### src/rtl/vstate_pkg.sv
package vstate_pkg;
   localparam int LEN_W  = 7;
   localparam int SUB_W  = 2;
   localparam int SEL_W  = 2;
   localparam int NSEL   = 5;
   localparam int ME_W   = 5;
   localparam int RSV_W  = 6;
   localparam int HINT_W = 7;
   localparam int WORD_W = 64;

   typedef struct packed {
      logic [LEN_W-1:0]  maxvl;
      logic [LEN_W-1:0]  vl;
      logic [LEN_W-1:0]  srcstep;
      logic [LEN_W-1:0]  dststep;
      logic [SUB_W-1:0]  dsubstep;
      logic [SUB_W-1:0]  ssubstep;
      logic [SEL_W-1:0]  sel_in0;
      logic [SEL_W-1:0]  sel_in1;
      logic [SEL_W-1:0]  sel_in2;
      logic [SEL_W-1:0]  sel_out0;
      logic [SEL_W-1:0]  sel_out1;
      logic [ME_W-1:0]   me;
      logic [RSV_W-1:0]  rsvd;
      logic              pack;
      logic              unpack;
      logic [HINT_W-1:0] hint;
      logic              persist;
      logic              vfirst;
   } vstate_t;

   typedef enum logic [1:0] {
      SRC_IMM  = 2'd0,
      SRC_GPR  = 2'd1,
      SRC_CTR  = 2'd2,
      SRC_CTR2 = 2'd3
   } len_src_e;
endpackage

### src/rtl/vstate_len_clamp.sv
module vstate_len_clamp
   import vstate_pkg::*;
#(
   parameter int LEN_LIMIT = 64
) (
   input  logic [1:0]        src,
   input  logic [LEN_W-1:0]  mvl,
   input  logic [LEN_W-1:0]  imm,
   input  logic [WORD_W-1:0] gpr,
   input  logic [WORD_W-1:0] ctr,
   output logic [LEN_W-1:0]  len,
   output logic [WORD_W-1:0] rt,
   output logic              mvl_bad
);
   localparam logic [LEN_W-1:0] LIMIT_V = LEN_W'(LEN_LIMIT);

   logic [WORD_W-1:0] req;
   logic [WORD_W-1:0] mvl_ext;

   always_comb begin
      unique case (len_src_e'(src))
         SRC_IMM: req = {{(WORD_W-LEN_W){1'b0}}, imm};
         SRC_GPR: req = gpr;
         default: req = ctr;
      endcase
   end

   assign mvl_ext = {{(WORD_W-LEN_W){1'b0}}, mvl};
   assign len     = (req > mvl_ext) ? mvl : req[LEN_W-1:0];
   assign rt      = {{(WORD_W-LEN_W){1'b0}}, len};
   assign mvl_bad = (mvl > LIMIT_V);
endmodule

### src/rtl/vstate_raw_check.sv
module vstate_raw_check
   import vstate_pkg::*;
#(
   parameter int LEN_LIMIT = 64
) (
   input  vstate_t wr,
   output vstate_t fixed,
   output logic    bad
);
   localparam logic [LEN_W-1:0] LIMIT_V = LEN_W'(LEN_LIMIT);

   logic step_bad;
   logic len_bad;

   assign step_bad = (wr.srcstep >= LIMIT_V) || (wr.dststep >= LIMIT_V);
   assign len_bad  = (wr.vl > LIMIT_V) || (wr.maxvl > LIMIT_V);
   assign bad      = step_bad || len_bad;

   always_comb begin
      fixed      = wr;
      fixed.rsvd = '0;
      if (wr.vl > wr.maxvl) begin
         fixed.vl = wr.maxvl;
      end
   end
endmodule

### src/rtl/vstate_decode.sv
module vstate_decode
   import vstate_pkg::*;
(
   input  vstate_t                st,
   output logic [LEN_W-1:0]       maxvl,
   output logic [LEN_W-1:0]       vl,
   output logic [LEN_W-1:0]       srcstep,
   output logic [LEN_W-1:0]       dststep,
   output logic [SUB_W-1:0]       dsubstep,
   output logic [SUB_W-1:0]       ssubstep,
   output logic [NSEL*SEL_W-1:0]  remap_sel,
   output logic [ME_W-1:0]        remap_en,
   output logic                   pack,
   output logic                   unpack,
   output logic [HINT_W-1:0]      hint,
   output logic                   persist,
   output logic                   vfirst,
   output logic                   remap_active
);
   logic [NSEL-1:0][SEL_W-1:0] sel_grp;

   assign sel_grp = {st.sel_out1, st.sel_out0, st.sel_in2, st.sel_in1, st.sel_in0};

   for (genvar k = 0; k < NSEL; k++) begin : g_sel
      assign remap_sel[k*SEL_W +: SEL_W] = sel_grp[k];
   end

   assign maxvl        = st.maxvl;
   assign vl           = st.vl;
   assign srcstep      = st.srcstep;
   assign dststep      = st.dststep;
   assign dsubstep     = st.dsubstep;
   assign ssubstep     = st.ssubstep;
   assign remap_en     = st.me;
   assign pack         = st.pack;
   assign unpack       = st.unpack;
   assign hint         = st.hint;
   assign persist      = st.persist;
   assign vfirst       = st.vfirst;
   assign remap_active = |st.me;
endmodule

### src/rtl/vstate_reg.sv
module vstate_reg
   import vstate_pkg::*;
#(
   parameter int LEN_LIMIT = 64
) (
   input  logic                   clk,
   input  logic                   rst_n,
   input  logic                   setlen_en,
   input  logic [1:0]             setlen_src,
   input  logic [LEN_W-1:0]       setlen_mvl,
   input  logic [LEN_W-1:0]       setlen_imm,
   input  logic [WORD_W-1:0]      setlen_gpr,
   input  logic [WORD_W-1:0]      setlen_ctr,
   input  logic                   raw_wr_en,
   input  logic [WORD_W-1:0]      raw_wr_data,
   output logic [WORD_W-1:0]      setlen_rt,
   output logic [WORD_W-1:0]      state_q,
   output logic [LEN_W-1:0]       f_maxvl,
   output logic [LEN_W-1:0]       f_vl,
   output logic [LEN_W-1:0]       f_srcstep,
   output logic [LEN_W-1:0]       f_dststep,
   output logic [SUB_W-1:0]       f_dsubstep,
   output logic [SUB_W-1:0]       f_ssubstep,
   output logic [NSEL*SEL_W-1:0]  f_remap_sel,
   output logic [ME_W-1:0]        f_remap_en,
   output logic                   f_pack,
   output logic                   f_unpack,
   output logic [HINT_W-1:0]      f_hint,
   output logic                   f_persist,
   output logic                   f_vfirst,
   output logic                   remap_active,
   output logic                   trap
);
   if ($bits(vstate_t) != WORD_W) begin : g_bad_layout
      $error("vstate_t must be exactly WORD_W bits");
   end
   if (LEN_LIMIT < 1 || LEN_LIMIT >= (1 << LEN_W)) begin : g_bad_limit
      $error("LEN_LIMIT must fit in LEN_W bits");
   end

   vstate_t          st_q;
   vstate_t          st_d;
   vstate_t          raw_fixed;
   logic             raw_bad;
   logic             mvl_bad;
   logic [LEN_W-1:0] cl_len;
   logic             trap_d;

   vstate_len_clamp #(.LEN_LIMIT(LEN_LIMIT)) i_clamp (
      .src     (setlen_src),
      .mvl     (setlen_mvl),
      .imm     (setlen_imm),
      .gpr     (setlen_gpr),
      .ctr     (setlen_ctr),
      .len     (cl_len),
      .rt      (setlen_rt),
      .mvl_bad (mvl_bad)
   );

   vstate_raw_check #(.LEN_LIMIT(LEN_LIMIT)) i_raw (
      .wr    (vstate_t'(raw_wr_data)),
      .fixed (raw_fixed),
      .bad   (raw_bad)
   );

   always_comb begin
      st_d   = st_q;
      trap_d = 1'b0;
      if (setlen_en) begin
         if (mvl_bad) begin
            trap_d = 1'b1;
         end else begin
            st_d.maxvl    = setlen_mvl;
            st_d.vl       = cl_len;
            st_d.srcstep  = '0;
            st_d.dststep  = '0;
            st_d.ssubstep = '0;
            st_d.dsubstep = '0;
            if ((setlen_mvl != st_q.maxvl) || (cl_len != st_q.vl)) begin
               st_d.persist = 1'b0;
            end
         end
      end else if (raw_wr_en) begin
         if (raw_bad) begin
            trap_d = 1'b1;
         end else begin
            st_d = raw_fixed;
         end
      end
   end

   always_ff @(posedge clk) begin
      if (!rst_n) begin
         st_q <= '0;
         trap <= 1'b0;
      end else begin
         st_q <= st_d;
         trap <= trap_d;
      end
   end

   assign state_q = st_q;

   vstate_decode i_dec (
      .st           (st_q),
      .maxvl        (f_maxvl),
      .vl           (f_vl),
      .srcstep      (f_srcstep),
      .dststep      (f_dststep),
      .dsubstep     (f_dsubstep),
      .ssubstep     (f_ssubstep),
      .remap_sel    (f_remap_sel),
      .remap_en     (f_remap_en),
      .pack         (f_pack),
      .unpack       (f_unpack),
      .hint         (f_hint),
      .persist      (f_persist),
      .vfirst       (f_vfirst),
      .remap_active (remap_active)
   );
endmodule

### config.mk
export PLATFORM = sky130hd
export DESIGN_NAME = vstate_reg
export DESIGN_NICKNAME = d
export VERILOG_FILES = /design/src/rtl/vstate_pkg.sv /design/src/rtl/vstate_len_clamp.sv /design/src/rtl/vstate_raw_check.sv /design/src/rtl/vstate_decode.sv /design/src/rtl/vstate_reg.sv
export SDC_FILE = /design/constraint.sdc
export NUM_CORES = 1
export LEC_CHECK = 0
export CAP_MARGIN = 20
export CELL_PAD_IN_SITES_DETAIL_PLACEMENT = 0
export CELL_PAD_IN_SITES_GLOBAL_PLACEMENT = 1
export CORE_AREA = 5 5 153 155
export CTS_CLUSTER_SIZE = 10
export DETAILED_ROUTE_END_ITERATION = 7
export DIE_AREA = 0 0 158 160
export PLACE_DENSITY = 0.86
export SYNTH_ARGS = -nofsm -noshare
export SYNTH_HDL_FRONTEND = slang
export SYNTH_SLANG_ARGS = --single-unit
### constraint.sdc
create_clock -name clk -period 5.85 [get_ports clk]
set_clock_uncertainty 0.05 [all_clocks]
set_input_delay 1.17 -clock clk [delete_from_list [all_inputs] [get_ports clk]]
set_output_delay 1.17 -clock clk [all_outputs]
set_load 0.01 [all_outputs]
# [Word level (Yosys, flattened, before mapping)]
# Cells that the tools add are included.
[word_totals] regBits=59 output_inout_bits=188
[classes] order_cmp=7 eq_ne=6 muxes=14 n_bitwise=2 reduce_logical=10
[op_table] operator="$mux W64" count=2
[op_table] operator="$pmux W64 S2" count=1
[op_table] operator="$gt A64 B7 Y1" count=1
[op_table] operator="$mux W32" count=2
[op_table] operator="$gt A7 B7 Y1 const B" count=3
[op_table] operator="$ge A7 B7 Y1 const B" count=2
[op_table] operator="$mux W7" count=2
[op_table] operator="$ne A7 B7 Y1" count=2
[op_table] operator="$gt A7 B7 Y1" count=1
[op_table] operator="$mux W1" count=7
[op_table] operator="$reduce_and A3 Y1" count=2
[op_table] operator="$reduce_or A5 Y1" count=1
[op_table] operator="$logic_or A1 B1 Y1" count=4
[op_table] operator="$ne A2 B2 Y1 const B" count=2
[op_table] operator="$reduce_and A4 Y1" count=1
[op_table] operator="$eq A2 B1 Y1 const B" count=1
[op_table] operator="$logic_not A2 Y1" count=1
[op_table] operator="$ne A2 B1 Y1 const B" count=1
[op_table] operator="$not A1 Y1" count=2
[op_table] operator="$reduce_bool A2 Y1" count=1

# [Logic depth before layout (Yosys ltp)]
# Gate-level depths: netlist (run 1).
[depth] word_depth=9 depth_mapped=15 depth_no_buf=13

# [Hierarchy]
# From an unflattened synthesis (run 1), not the netlist that was laid out.
[hier_totals] cells_unflattened=636 hier_area_um2=5059.9
[modules_own_cells] module="vstate_reg" n_inst=1 cells_per_inst=310 area_per_inst_um2=2663.8 seq_area_each_um2=1301.2
[modules_own_cells] module="vstate_len_clamp" n_inst=1 cells_per_inst=169 area_per_inst_um2=1208.7 seq_area_each_um2=0.0
[modules_own_cells] module="vstate_raw_check" n_inst=1 cells_per_inst=96 area_per_inst_um2=739.5 seq_area_each_um2=0.0
[modules_own_cells] module="vstate_decode" n_inst=1 cells_per_inst=61 area_per_inst_um2=447.9 seq_area_each_um2=0.0

# [Worst setup path after synthesis (run 1)]
# Ideal clock, no wire load.
[synth_path] path_type="input to output" from="in setlen_src[0]" to="out setlen_rt[1]" arrival_time_ns=3.479 required_ns=4.630 path_slack_ns=1.151 cell_stages=11 n_path_buf=2 cell_sequence="clkbuf_1 mux2i_1 o21ai_0 ha_1 a21o_1 a21oi_1 and3_1 o22ai_1 o21a_1 buf_6 o21ai_0"
[synth_between] elab_chain_len=4 elab_cells_between_ends=5 classes_between="order compare (1); eq/ne (1); mux (2); reduce/logical (1)"
[synth_lines] item="from (decl)" line_no="vstate_reg.sv:9" source="input logic [1:0] setlen_src,"
[synth_lines] item="$eq A2 B1 Y1 or $logic_not A2 Y1 (tied branches)" line_no="vstate_len_clamp.sv:21" source="unique case (len_src_e'(src))"
[synth_lines] item="$pmux W64 S2 (*)" line_no="vstate_len_clamp.sv:21"
[synth_lines] item="$gt A64 B7 Y1" line_no="vstate_len_clamp.sv:29" source="assign len = (req > mvl_ext) ? mvl : req[LEN_W-1:0];"
[synth_lines] item="$mux W7 (*)" line_no="vstate_len_clamp.sv:29"
[synth_lines] item="to (decl)" line_no="vstate_reg.sv:16" source="output logic [WORD_W-1:0] setlen_rt,"
# Every way passes the cells marked *; elsewhere a longest branch is shown, timed or not.

# [Worst setup path in the final report (run 1)]
[layout_path] from="in setlen_src[0]" to="out setlen_rt[6]"
# Same word-level chain as after synthesis.

==> results of run 1 <==
==> how the worst max path moves through the flow <==
stage	cells past startpoint	endpoint	slack, ps
after detailed placement	16	setlen_rt[1]	80
after CTS	15	setlen_rt[2]	60
after global routing	15	setlen_rt[1]	-60
after floorplan	11	setlen_rt[1]	1150
final	15	setlen_rt[6]	200
after global placement	13	setlen_rt[2]	150
==> logic make-up (layout without fill, tap and decap cells) <==
logic type      count (synthesis)  count (layout)  synth area share, %
xor+xnor                       11              11                 2.17
simple gates                  169             169                 19.6
flops                          59              59                 26.6
compound gates                111             111                 18.4
other cells                     1              63               0.0845
fa+ha+maj                      14              14                 3.95
buf+inv                       167             388                 25.1
mux                            17              17                 4.03
==> through the flow <==
step | setup slack (ps) | util (%) | power (mW) | hold WS (ps) | area, µm²
2_1_floorplan | 1150 | - | 0.610 | 450 | 4670
3_3_place_gp | 147 | 34.4 | 0.807 | 415 | 7460
3_5_place_dp | 83.7 | 34.4 | 0.809 | 429 | 7460
4_1_cts | 58.8 | 35.6 | 1.28 | 436 | 7720
5_1_grt | -63.7 | 35.7 | 1.35 | 457 | 7750
6_report | 200 | 35.7 | 1.27 | 432 | 7750
==> cell usage in the layout, fill, tap and decap left out, types with 6 or more instances in the layout <==
cell / synthesis / routed
o21ai_0: 17 / 15
nand4_1: 11 / 11
inv_1: 20 / 20
a21boi_0: 25 / 25
nand2_1: 58 / 58
o211ai_1: 9 / 9
buf_4: 121 / 21
a22oi_1: 16 / 16
nor4_1: 29 / 29
nor3b_1: 8 / 8
mux2i_1: 10 / 8
conb_1: 1 / 63
clkdlybuf4s50_1: 0 / 329
clkbuf_16: 0 / 9
a221oi_1: 13 / 13
xnor2_1: 6 / 6
nor2_1: 27 / 27
nor2b_1: 18 / 18
dfxtp_1: 59 / 59
a21oi_1: 8 / 7
ha_1: 14 / 14
mux2_2: 7 / 7
==> per-layer routing <==
| metal | global-route usage, % | share of wire (%) | vias to the layer above |
|---|---|---|---|
| met2 | 24.1 | 49 | 243 |
| li1 | - | - | 2314 |
| met4 | 2.71 | 0.86 | 2 |
| met1 | 18.6 | 41 | 2166 |
| met3 | 3.68 | 9.1 | 12 |
| met5 | 0 | 0.10 | - |
==> worst reg2reg max path, cell delays in order, from the launching register on <==
cell,delay (ps)
dfxtp_1,430
xnor2_1,140
nand4_1,120
or4_1,550
a21oi_1,170
o221ai_1,130
nor4_1,240
a21oi_1,80
o31ai_1,180
==> cell type report <==
class                   count  area share [%]
multi-input cells         385            31.0
inverters                  20           0.969
flip-flops and latches     59            15.2
clock buffers              13            3.10
clock inverters             3           0.194
well taps                 280            4.52
repair buffers            352            45.0
==> state kept, by name, summed over array words and instances, names as in the netlist <==
name and cells:
trap 1, state_q 58
==> timing repair <==
item / CTS / global route
hold buffers: 0 / 0
resized for setup: 0 / 9
setup endpoints to repair: 0 / 7
==> power by group <==
part           switching, mW  internal, mW
Clock                  0.179         0.285
Sequential            0.0160         0.412
Combinational          0.154         0.223
Total                  0.349         0.920
==> flow_summary.yaml, run 1 <==
setup_path:
  rr_startpoint: "state_q[63]"
  max_stage_delay_ps: 670
  critPathRequiredTime_ps: 4630
  cp_max_fo: 5
  cp.arrival_ps: 4430
  critical-path-slowest-cell: "clkdlybuf4s50_1"
  r2r_slack_ps: 3660
  critPathLaunchType: "input port"
  cp_top_family: "buffers and inverters"
  path_class: "in2out"
  crit_path_start: "setlen_src[0]"
  path_buf_inv: 5
  endpoint_kind: "primary output"
  crit-reg2reg-capture: "state_q[1]"
  crit_chain: "clkdlybuf4s50_1 > buf_4 > mux2i_1 > nor2_1 > a21oi_2 > inv_1 > ha_1 > nand4_1 > nor2_1 > a21o_1 > o21ai_1 > buf_4 > o211ai_1 > o21ai_0 > clkdlybuf4s50_1"
  r2r.worst_path.cells: 8
final_layout:
  fin_nets: 1053
  syn_to_final_growth_pct: 74.7
  nFillCells: 2234
  multi_input_area_mm2: 0.00240
  num_antenna_cells: 0
  drive_gt1_share_pct: 6.25
  seqCellArea_mm2: 0.00118
  layout.cells.non_filler: 1112
synthesis:
  ys_async_sr_fraction_pct: 0
  yosysMostFrequentCell: "buf_4"
  synth_top_area_cell: "dfxtp_1"
  yosys_warnings: 0
  ys_top_cells_by_count: "buf_4 (121), dfxtp_1 (59), nand2_1 (58)"
  syn-cell-area_mm2: 0.00444
  ys_types: 48
  synth_edf_count: 0
  synth_ff_type: "dfxtp_1"
  ys_ff_latch: 59
  yosys.area.top_type_share_pct: 26.6
  ys_seq_area_share_pct: 26.6
  yosys-top-cells-area: "dfxtp_1 (27%), buf_4 (20%), nand2_1 (4.9%)"
  avgSynthCellArea_um2: 8.08
  syn_inst: 549
clock_network:
  cts.sinks: 59
  cts.clk_slew.worst_paths_ps: 50
  clk_latency_ps: 320
  tritoncts: "yes"
  numCtsBuffers: 9
  postCtsSetupRepairBufs: 0
  cts_max_path_buffers: 2
  cts_root_buffer: "clkbuf_16"
  cts_max_level: 3
worst_hold_path:
  hold_end: "state_q[26]"
  min-delay-start: "state_q[26]"
  hold_path_depth: 2
  min_path_type: "reg2reg"
floorplanning:
  core_mm2: 0.0217
  die_h_um: 160
  die_w_um: 158
  die-area_mm2: 0.0253
  ioPinCount: 400
  initial_core_util_pct: 20.5
  rows: 54
timing:
  worstMarginPinSlew_ps: 947
  fmax_ghz: 0.177
  drv_slew: 0
  finalSetupViolations: 0
  rsz0062_at_grt: "yes"
  max_slew_margin_pct: 36.6
  period_share_pct: 96.6
  period_needed_ps: 5650
  hold_violations: 0
  setup_tns_ps: 0
routing:
  vias_per_cell: 4.26
  ant_nets: 0
  drtPass1Iterations: 5
  drc: 0
  wl_mm: 19.1
  drtIter0Drc: 256
  vias: 4737
  wire_per_inst_um: 17.2
placed_design:
  port_buffers: 330
  place_congestion: 0.837
  placed_cells: 1096
  hpwl_mm: 16.1
global_route:
  grt_max_degree: 61
  grt_pass1_wl_mm: 28.2
  grt_overflow_total: 0
  grt_pass1_vias: 4680
  antenna_found_initial: 1
  grtUsageTotal_pct: 14.3
flow_run:
  cap_violations: 0
power:
  p_per_area_mw_per_mm2: 164
  peakVddDrop_mv: 0.112
  p_leak_nw: 2.88
status:
  status: "completed"
Note: power is estimated with default switching activity, not from simulation.
==> inputs of run 2 (changes only) <==
Settings changed: REMOVE_ABC_BUFFERS set to 1.
==> flow_summary.yaml, run 2 (synthesis results as in run 1) <==
worst_hold_path:
  min_path_type: "reg2reg"
  hold_path_depth: 2
  hold_end: "state_q[6]"
  min-delay-start: "state_q[6]"
placed_design:
  port_buffers: 330
  place_congestion: 0.847
  hpwl_mm: 17.2
  preCtsSetupSlack_ps: 84.3
power:
  peakVddDrop_mv: 0.101
  clockPowerShare_pct: 37.4
  p_int_mw: 0.931
  p_seq_share_pct: 33.2
  comb_power_share_pct: 29.4
  sw_frac_of_total_pct: 27.9
  p_leak_nw: 2.86
  p_per_area_mw_per_mm2: 167
  switchingPower_mw: 0.361
clock_network:
  cts_max_path_buffers: 2
  clk_latency_ps: 320
  tritoncts: "yes"
  cts_max_level: 3
  cts_root_buffer: "clkbuf_16"
  numCtsBuffers: 9
  cts.sinks: 59
  cts.clk_slew.worst_paths_ps: 50
  cts_hold_buf: 0
setup_path:
  critical-path-slowest-cell: "clkdlybuf4s50_1"
  cp.arrival_ps: 4480
  r2r_slack_ps: 3710
  rr_startpoint: "state_q[63]"
  crit-reg2reg-capture: "state_q[1]"
  endpoint_kind: "primary output"
  cp_max_fo: 5
  crit_chain: "clkdlybuf4s50_1 > mux2i_1 > o21ai_0 > ha_1 > nor2b_1 > o211ai_1 > and3_1 > o22ai_2 > o21a_1 > o21ai_0 > clkdlybuf4s50_1"
  critPathRequiredTime_ps: 4630
  max_stage_delay_ps: 630
  path_class: "in2out"
  r2r.worst_path.cells: 8
  critPathLaunchType: "input port"
global_route:
  antenna_found_initial: 3
  grtUsageTotal_pct: 15.1
  grt_pass1_vias: 5133
  grt_max_degree: 60
  grt_pass1_wl_mm: 29.4
  grt_overflow_total: 0
floorplanning:
  die_w_um: 158
  ioPinCount: 400
  initial_core_util_pct: 20.5
  die-area_mm2: 0.0253
  core_mm2: 0.0217
  rows: 54
  die_h_um: 160
timing:
  hold_violations: 0
  fmax_ghz: 0.175
  max_slew_margin_pct: 47.9
  finalSetupViolations: 0
  worstMarginPinSlew_ps: 782
  rsz0062_at_grt: "no"
  drv_slew: 0
  period_share_pct: 97.4
  setup_ws_ps: 149
  period_needed_ps: 5700
  setup_tns_ps: 0
routing:
  wl_mm: 20.7
  drc: 0
  drtPass1Iterations: 5
  ant_nets: 0
  vias_per_cell: 4.34
  vias: 4818
  wire_per_inst_um: 18.6
  drtIter0Drc: 174
final_layout:
  largest_reg_flops: 58
  fin_nets: 1051
  syn_to_final_growth_pct: 74.0
  final_common_cell: "clkdlybuf4s50_1"
  drive_gt1_share_pct: 5.90
  final_cell_mix: "clkdlybuf4s50_1 (329), conb_1 (63), dfxtp_1 (59)"
status:
  status: "completed"
flow_run:
  cap_violations: 0
[run 2: changes by cell type in the layout (fill, tap and decap cells not counted), moves of 2 or more]
| cell | before | now |
|---|---|---|
| o21ai_0 | 15 | 13 |
| clkbuf_1 | 4 | 2 |
| mux2i_1 | 8 | 10 |
| buf_4 | 21 | 19 |
| mux2i_2 | 2 | 0 |
| o21ai_1 | 3 | 6 |
[run 2: area by class of cell]
cell class                      instances  area (µm²)
Fill cell                            2227       14000
Timing Repair Buffer                  350        3460
Multi-Input combinational cell        385        2380
Sequential cell                        59        1180
Tap cell                              280         350
Clock buffer                           12         246
Inverter                               20        75.1
Clock inverter                          4        26.3
Antenna cell                            1        2.50
[run 2: power groups by stage]
stage | logic [mW] | registers, mW | clock network [mW]
4_1_cts | 0.377 | 0.430 | 0.501
5_1_grt | 0.405 | 0.431 | 0.519
3_3_place_gp | 0.373 | 0.439 | 0
6_report | 0.379 | 0.429 | 0.483
2_1_floorplan | 0.113 | 0.440 | 0
3_5_place_dp | 0.375 | 0.439 | 0
[run 2: worst max path at each step]
stage	startpoint	endpoint	slack, ps	depth (start not counted)
5_1_grt	setlen_src[0]	setlen_rt[5]	7	16
3_5_place_dp	setlen_src[0]	setlen_rt[6]	80	11
6_report	setlen_src[0]	setlen_rt[1]	150	11
2_1_floorplan	setlen_src[0]	setlen_rt[1]	1560	9
4_1_cts	setlen_src[0]	setlen_rt[6]	70	11
3_3_place_gp	setlen_src[0]	setlen_rt[6]	150	11
[run 2: critical path: cells and delay by family]
| kind | cells | cell delay [ps] |
|---|---|---|
| AND/OR/NAND/NOR | 2 | 350 |
| multiplexers | 1 | 110 |
| AO/OA/AOI/OAI | 5 | 1280 |
| buffers and inverters | 2 | 1230 |
| adder cells (fa/ha/maj) | 1 | 340 |
[run 2: timing repair]
| action | 4_1_cts | 5_1_grt |
|---|---|---|
| buffers inserted | 0 | 0 |
| endpoints found under the setup margin | 0 | 7 |
| gates resized for setup | 0 | 5 |
[run 2: metal layers]
layer,wire (µm),vias to the layer above,global-route usage [%],part of all wire [%]
met4,458,4,5.04,2.2
met5,14,-,0,0.068
li1,-,2309,-,-
met1,7520,2189,16.1,36
met2,10700,291,28.1,52
met3,1970,25,4.55,9.5
[run 2: stage by stage]
step / hold WS (ps) / area (µm²) / util [%] / power, mW / cells
2_1_floorplan: 491 / 3630 / - / 0.554 / 464
4_1_cts: 436 / 7690 / 35.5 / 1.31 / 1109
5_1_grt: 458 / 7720 / 35.6 / 1.36 / 1111
3_5_place_dp: 428 / 7420 / 34.2 / 0.813 / 1093
3_3_place_gp: 417 / 7420 / 34.2 / 0.811 / 1093
6_report: 430 / 7720 / 35.6 / 1.29 / 1111
==> inputs of run 3 (changes only) <==
Settings changed: CORE_AREA 5 5 153 155 to 5 5 152 154, DIE_AREA 0 0 158 160 to 0 0 157 159, DONT_BUFFER_PORTS set to 1, PLACE_DENSITY 0.86 to 0.5, SKIP_CTS_REPAIR_TIMING set to 1.
==> flow_summary.yaml, run 3 (synthesis results as in run 1) <==
timing:
  fmax_ghz: 0.200
  period_share_pct: 85.5
  max_slew_margin_pct: 27.5
  setup_tns_ps: 0
  rsz0062_at_grt: "no"
  period_needed_ps: 5000
  hold_violations: 0
  worstMarginPinSlew_ps: 1080
  drv_slew: 0
  finalSetupViolations: 0
  setup_ws_ps: 849
worst_hold_path:
  min_path_type: "reg2reg"
final_layout:
  largest_reg_flops: 58
  final_cell_mix: "conb_1 (63), dfxtp_1 (59), nand2_1 (58)"
  multi_input_area_mm2: 0.00237
  nFillCells: 2428
  final_common_cell: "conb_1"
  seqCellArea_mm2: 0.00118
  fin_nets: 705
  drive_gt1_share_pct: 6.82
  syn_to_final_growth_pct: -1.86
setup_path:
  crit_chain: "mux2i_1 > o21ai_0 > ha_1 > a21o_1 > a21oi_1 > and3_1 > o22ai_1 > o21a_1 > o21ai_0"
  endpoint_kind: "primary output"
  cp.arrival_ps: 3780
  critPathLaunchType: "input port"
  path_common_cell: "o21ai_0"
  path_class: "in2out"
  cp_max_fo: 10
  critPathRequiredTime_ps: 4630
  max_stage_delay_ps: 570
  critical-path-slowest-cell: "o21ai_0"
routing:
  drtIter0Drc: 132
  vias: 3574
  vias_per_cell: 4.65
  drtPass1Iterations: 4
  ant_nets: 0
  wire_per_inst_um: 24.1
  wl_mm: 18.5
  drc: 0
clock_network:
  tritoncts: "yes"
  numCtsBuffers: 9
  cts_max_path_buffers: 2
  cts.clk_slew.worst_paths_ps: 60
  cts_max_level: 3
  cts_root_buffer: "clkbuf_16"
  cts.sinks: 59
  clk_latency_ps: 320
floorplanning:
  die-area_mm2: 0.0250
  die_h_um: 159
  core_mm2: 0.0216
  ioPinCount: 400
  die_w_um: 157
  initial_core_util_pct: 20.6
  rows: 54
placed_design:
  port_buffers: 0
  place_congestion: 0.784
  preCtsSetupSlack_ps: 808
  hpwl_mm: 15.4
flow_run:
  cap_violations: 0
power:
  p_leak_nw: 1.57
  p_per_area_mw_per_mm2: 268
  peakVddDrop_mv: 0.130
global_route:
  grtUsageTotal_pct: 13.8
  grt_overflow_total: 0
  antenna_found_initial: 4
  grt_pass1_wl_mm: 25.4
  grt_pass1_vias: 3853
  grt_max_degree: 61
status:
  status: "completed"
## run 3: changes by cell type in the layout (fill, tap and decap cells not counted), moves of 2 or more
cell / change
buf_4: -16
bufinv_16: +2
clkbuf_1: -2
clkdlybuf4s50_1: -329
clkinv_4: +2
diode_2: +3
o21ai_0: +4
o21ai_1: -4
## run 3: report_power, final
| group | switching (mW) | internal, mW |
|---|---|---|
| sequential | 0.0279 | 0.412 |
| clock | 0.202 | 0.376 |
| combinational | 0.0903 | 0.0576 |
## run 3: area by class of cell
cell class              instances  area share [%]
clock inverters                 7            2.30
diodes                          4           0.230
repair buffers                  4           0.862
flip-flops and latches         59            27.1
multi-input cells             385            54.5
well taps                     280            8.05
inverters                      20            1.72
clock buffers                   9            5.17
## run 3: worst paths after layout
check           startpoint      endpoint  slack, ps  cells after the start
max          setlen_src[0]  setlen_rt[4]        850                      9
min            state_q[24]   state_q[24]        520                      2
max reg2reg    state_q[63]    state_q[1]       3530                      8
min reg2reg    state_q[24]   state_q[24]        520                      2
## run 3: per-stage QoR
stage | area (µm²) | hold WS (ps) | total power [mW] | instances | utilization (%)
after global placement | 4000 | 510 | 0.593 | 747 | 18.6
after global routing | 4350 | 540 | 1.22 | 768 | 20.2
final | 4350 | 519 | 1.17 | 768 | 20.2
after CTS | 4330 | 524 | 1.19 | 763 | 20.1
after floorplan | 3630 | 491 | 0.554 | 464 | -
after detailed placement | 4000 | 515 | 0.597 | 747 | 18.6
## run 3: routing by layer
metal / share of wire, % / GRT usage, % / up-vias
li1: - / - / 1622
met1: 31 / 12.3 / 1657
met2: 54 / 26.5 / 273
met3: 12 / 6.44 / 22
met4: 2.5 / 4.81 / 0
met5: 0 / 0 / -
## run 3: worst max-delay path: cells and delay by family
kind                     cells  cell delay, ps
AO/OA/AOI/OAI                6            1930
adder cells (fa/ha/maj)      1             350
multiplexers                 1             130
AND/OR/NAND/NOR              1             190
